<file path="config.mk">
export PLATFORM = sky130hd
export DESIGN_NAME = cfg_claim_decoder
export DESIGN_NICKNAME = d
export VERILOG_FILES = /design/src/rtl/cfg_claim_decoder.sv
export SDC_FILE = /design/constraint.sdc
export NUM_CORES = 2
export LEC_CHECK = 0
export BUFFER_PORTS_ARGS = -buffer_cell sky130_fd_sc_hd__buf_4
export CAP_MARGIN = 20
export CELL_PAD_IN_SITES_DETAIL_PLACEMENT = 0
export CELL_PAD_IN_SITES_GLOBAL_PLACEMENT = 1
export CORE_AREA = 2 2 319 321
export DETAILED_ROUTE_END_ITERATION = 12
export DIE_AREA = 0 0 321 323
export GPL_ROUTABILITY_DRIVEN = 0
export PLACE_DENSITY_LB_ADDON = 0.1
export SLEW_MARGIN = 5
export SYNTH_ARGS = -nofsm -noshare
export SYNTH_HDL_FRONTEND = slang
export SYNTH_SLANG_ARGS = --single-unit
</file>
<file path="constraint.sdc">
create_clock -name clk -period 2.1 [get_ports clk]
set_input_delay 0.42 -clock clk [delete_from_list [all_inputs] [get_ports clk]]
set_output_delay 0.42 -clock clk [all_outputs]
set_load 0.005 [all_outputs]
</file>
<file path="src/rtl/cfg_claim_decoder.sv">
module cfg_claim_decoder #(
  parameter int IMPL_DW = 16,
  parameter int NFUNC   = 2
) (
  input  logic        clk,
  input  logic        rst_n,
  input  logic [31:0] ad,
  input  logic [3:0]  cbe_n,
  input  logic        idsel,
  input  logic        frame_n,
  input  logic [1:0]  mode,
  input  logic        multi_fn_en,
  output logic        devsel_n,
  output logic        split_txn,
  output logic [9:0]  reg_index,
  output logic [2:0]  func_num,
  output logic [3:0]  byte_lanes,
  output logic [31:0] rd_data
);
  localparam int IW = $clog2(IMPL_DW);
  localparam logic [3:0] CMD_RD = 4'b1010;
  localparam logic [3:0] CMD_WR = 4'b1011;

  logic frame_q, claim_q, wr_q, split_q, dphase_q;
  logic [9:0] idx_q;
  logic [2:0] fn_q;
  logic [31:0] mem [NFUNC][IMPL_DW];

  wire addr_ph  = !frame_n && frame_q;
  wire is_cfg   = (cbe_n == CMD_RD) || (cbe_n == CMD_WR);
  wire fn_ok    = (ad[10:8] == 3'd0) || (ad[10:8] == 3'd1 && multi_fn_en);
  wire hit      = idsel && is_cfg && (ad[1:0] == 2'b00) && fn_ok;
  wire active   = dphase_q && claim_q;
  wire in_range = idx_q < 10'(IMPL_DW);
  wire [IW-1:0] slot = idx_q[IW-1:0];

  always_ff @(posedge clk or negedge rst_n) begin
    if (!rst_n) begin
      frame_q  <= 1'b1;
      claim_q  <= 1'b0;
      wr_q     <= 1'b0;
      split_q  <= 1'b0;
      dphase_q <= 1'b0;
      idx_q    <= '0;
      fn_q     <= '0;
    end else begin
      frame_q  <= frame_n;
      dphase_q <= addr_ph;
      if (addr_ph) begin
        claim_q <= hit;
        wr_q    <= cbe_n[0];
        split_q <= (mode != 2'b00);
        idx_q   <= {(mode[1] ? ad[27:24] : 4'd0), ad[7:2]};
        fn_q    <= ad[10:8];
      end
    end
  end

  always_ff @(posedge clk or negedge rst_n) begin
    if (!rst_n) begin
      for (int f = 0; f < NFUNC; f++)
        for (int i = 0; i < IMPL_DW; i++)
          mem[f][i] <= '0;
    end else if (active && wr_q && in_range) begin
      for (int b = 0; b < 4; b++)
        if (!cbe_n[b]) mem[fn_q[0]][slot][8*b +: 8] <= ad[8*b +: 8];
    end
  end

  wire [31:0] lane_mask = {{8{byte_lanes[3]}}, {8{byte_lanes[2]}},
                           {8{byte_lanes[1]}}, {8{byte_lanes[0]}}};

  assign devsel_n   = !active;
  assign split_txn  = active && split_q;
  assign reg_index  = idx_q;
  assign func_num   = fn_q;
  assign byte_lanes = active ? ~cbe_n : 4'b0000;
  assign rd_data    = (active && !wr_q && in_range) ? (mem[fn_q[0]][slot] & lane_mask) : 32'd0;
endmodule


</file>
==> results.txt <==
- Synthesis produced a netlist whose cell count is 3486.
- The worst register-to-register path begins at func_num[0]$_DFFE_PN0P_.
* Initial Utilization: 0.474
* Syn nets: 3529
- The worst setup path is launched from a flop.
- Counting flops and latches in the post-synthesis netlist gives 1042.
- H-Tree Level Count: 3
- The worst register-to-register path ends at mem[582]$_DFFE_PN0P_.
- Setup violations remaining at the end of the flow were counted as 1062.
- By startpoint and endpoint, the worst setup path is classified as reg -> out.
- First-pass GRT wire length: 214000 um
- Synth Area in XOR/XNOR: 0
- Pin placement for this block handled 94 I/O pins.
- DRC marker count from the first detailed-route iteration: 2033
* Routed WL: 145000 um
- CTS max path bufs: 3
* Startpoint of the worst hold path: mode[1]
- For this run, design rule violations remaining after detail routing come to 0.
- Switching power as a share of total power: 0.248
* Number of buffers inserted during clock tree synthesis: 111
* Skew final: 0.0273 ns
- TritonRoute pass-1 iters: 5
- Row generation in the floorplan step produced 117 rows.
- The number of failing hold endpoints at the final stage was 0.
- The average instance in the mapped netlist occupies 13.7 sq um.
- Minimum setup slack in the final design: -1.12 ns
- Number of flops mapped to enable cells by yosys: 0
- Across every metal layer, demand over resource in global routing totals 0.273.
- Relative contribution of the clock network to total power: 0.443
- Failing checks: negative setup slack
- Post-synthesis instance area: 0.0477 sq mm
* Data required time of the critical path: 1.68 ns
- The flow ran to the end, but the final reports show violations.
- The number of cells on the worst reg-to-reg path is 12.
- Count of pins over their slew limit: 0
- The analysis attributes to cell leakage a power of 29.7 nW.
- The tightest min-delay check is of the in -> reg type.
- Adder-cell share of the synthesized area: 0
- Input and output buffers added on the ports amount to 93.
- The total area inside the core boundary comes to 0.101 sq mm.
* Type of destination of the critical path: primary output
- Per-cell via count in the routed design: 5.90
- Number of cells traversed by the worst hold path: 3
- Flop pwr share: 0.427
* Signed area change from the synthesized netlist to the final layout: 32.0%
- Summed over all layers, the global routing overflow is 0.
* Die width: 321 um
- Data arrives at the worst endpoint at 2.80 ns.
* Relative slew slack: 0.529
- The path with the worst hold slack has its endpoint at reg_index[7]$_DFFE_PN0P_.
- At the end of the flow, the number of nets in the layout was 4033.
* Post-DP HPWL: 92500 um
- Count of vias placed by the detailed router: 31800
* Total instance count after detailed placement: 5122
- Of the total synthesized cell area, the portion taken by AND, OR, NAND and NOR gates is 0.0272.
- The analysis attributes to net switching a power of 11.7 mW.
* Synth Area in Compound Gates: 0.0535
- Initial antenna violation count: 3
- Subtracting the final worst setup slack from the clock period gives 3.22 ns.
- The tree is rooted in a clkbuf_16.
- The worst register-to-register path has a setup slack of -0.52 ns.
* Warnings, synthesis: 0
* Comb power frac: 0.130
- Maximum number of pins on one net before global-route repair: 124
- Routed Antenna Nets: 0
* Setup repair after global routing missed its margin: yes
- Worst-path fanout max: 9
* Max_cap viols: 0
* Fraction of synthesis flops using an asynchronous set or reset pin: 1.00
* Fraction of final layout cells with drive strength greater than 1: 0.528
- Height of the chip: 323 um
- Clock latency on the worst-skew pair, taken at its later pin, is 0.70 ns.
* Int Pwr: 35.5 mW
- CTS tree: yes
* Top_reg_cell synth: dfrtp_1
- Worst Hold Margin: 0.0456 ns
- The clock net in this run drives a total of 1042 sinks.
- The number of global-route vias before repair is 34100.
- For the pin with the worst max-slew slack, the measured transition is 0.707 ns.
* Final Cycle Share: 1.53
- Routed length per instance: 26.8 um
* Main combinational cell family by area after synthesis: multiplexers
- Fmax achieved: 311 MHz
- In this run the power density over the cells is 751 mW/mm^2.
- Maximum VDD drop: 0.728 mV
- Part of the Yosys area used for sequential elements: 0.547
- Non-filler instance count after layout: 5397
* Clock transition at path regs: 0.06 ns
* Number of distinct library cells after synthesis: 35
- The die covers 0.104 sq mm.
* Proportion of synthesized area in mux cells: 0.352
-- worst max-delay path, cell delays in order, from the launching register on --
cell	delay, ns
dfrtp_4	0.51
buf_12	0.16
buf_16	0.16
clkbuf_16	0.21
mux2i_2	0.22
o22ai_1	0.13
o21ai_1	0.20
buf_4	0.16
a41oi_2	0.13
buf_4	0.17
-- area by class of cell --
type                            instances  area [sq um]
Multi-Input combinational cell       2182         23000
Clock buffer                          164          3300
Sequential cell                      1042         26100
Clock inverter                         46           639
Timing Repair Buffer                  652          8280
Fill cell                            7480         37800
Antenna cell                            1          2.50
Inverter                                1          3.75
Tap cell                             1309          1640
-- placed cells by master (no fill, tap or decap), drive strengths merged, types with 32 or more instances in the layout --
cell type and instances:
nand2 40, o22ai 256, buf 632, a41oi 32
nor2 111, mux2 1034, dfrtp 1041, clkbuf 179
mux2i 512, o21ai 134
-- Yosys cell counts (3+ instances only) --
cell type	count	area [sq um]
mux2i_1	512	5120
nor2_2	103	644
nand2_1	36	135
nand2_2	4	25.0
nand2b_1	9	56.3
nor2_1	8	30.0
clkbuf_1	201	754
mux2_2	1034	11600
o21ai_0	134	671
nand4b_1	4	35.0
nand3_1	16	80.1
a41oi_1	32	280
buf_1	46	173
nor4b_2	3	45.0
o22ai_1	256	1600
buf_2	14	70.1
or2_2	6	37.5
and4_1	3	26.3
nor2b_1	4	25.0
dfrtp_1	1041	26000
-- power groups by stage --
stage / clock (mW) / combinational [mW] / sequential, mW
floorplan: 0 / 2.11 / 20.5
global placement: 0 / 4.76 / 20.5
detailed placement: 0 / 4.83 / 20.5
CTS: 21.3 / 5.31 / 20.2
global route: 22.2 / 6.38 / 20.2
finish: 20.9 / 6.15 / 20.2
-- metrics by stage --
step	power (mW)	area (sq um)	setup WS, ns	utilization	TNS (ns)
6_report	47.2	62900	-1.12	0.625	-422.31
4_1_cts	46.8	60300	-1.11	0.599	-257.50
3_3_place_gp	25.3	55200	-0.639	0.548	-225.96
5_1_grt	48.7	62900	-1.13	0.625	-454.80
3_5_place_dp	25.4	55200	-0.652	0.548	-238.08
2_1_floorplan	22.6	47800	-0.144	-	-51.75
-- state kept, by name, summed over array words and instances (netlist names) --
name	count
reg_index	10
frame_q	1
mem	1024
func_num	3
wr_q	1
claim_q	1
dphase_q	1
split_q	1
-- per-layer routing --
layer / part of all wire / routed length [um] / track usage
met1: 0.45 / 64500 / 0.375
met2: 0.48 / 69700 / 0.455
met3: 0.041 / 6000 / 0.0315
met4: 0.030 / 4400 / 0.0844
met5: 0 / 0 / 0
-- worst max path at each step --
stage	slack (ns)	cells after the start	start	endpoint
after floorplan	-0.14	6	reg_index[9]$_DFFE_PN0P_	rd_data[0]
after global placement	-0.64	9	func_num[0]$_DFFE_PN0P_	rd_data[12]
after detailed placement	-0.65	9	func_num[0]$_DFFE_PN0P_	rd_data[12]
after CTS	-1.11	9	func_num[0]$_DFFE_PN0P_	rd_data[0]
after global routing	-1.13	10	func_num[0]$_DFFE_PN0P_	rd_data[30]
final	-1.12	9	func_num[0]$_DFFE_PN0P_	rd_data[24]
-- logic make-up (layout without fill, tap and decap cells) --
group / Yosys count / after routing
buf+inv: 262 / 863
flops: 1042 / 1042
simple gates: 214 / 214
other cells: 0 / 1
mux: 1546 / 1546
compound gates: 422 / 422
-- timing repair --
item / CTS / global route
gates cloned: 7 / 17
pin swaps: 19 / 98
gates resized for setup: 252 / 473
endpoints found under the setup margin: 1062 / 1062
hold endpoints to repair: 217 / 0
buffers inserted: 9 / 46
hold buffers: 3 / 0
Note: power is estimated with default switching activity, not from simulation.
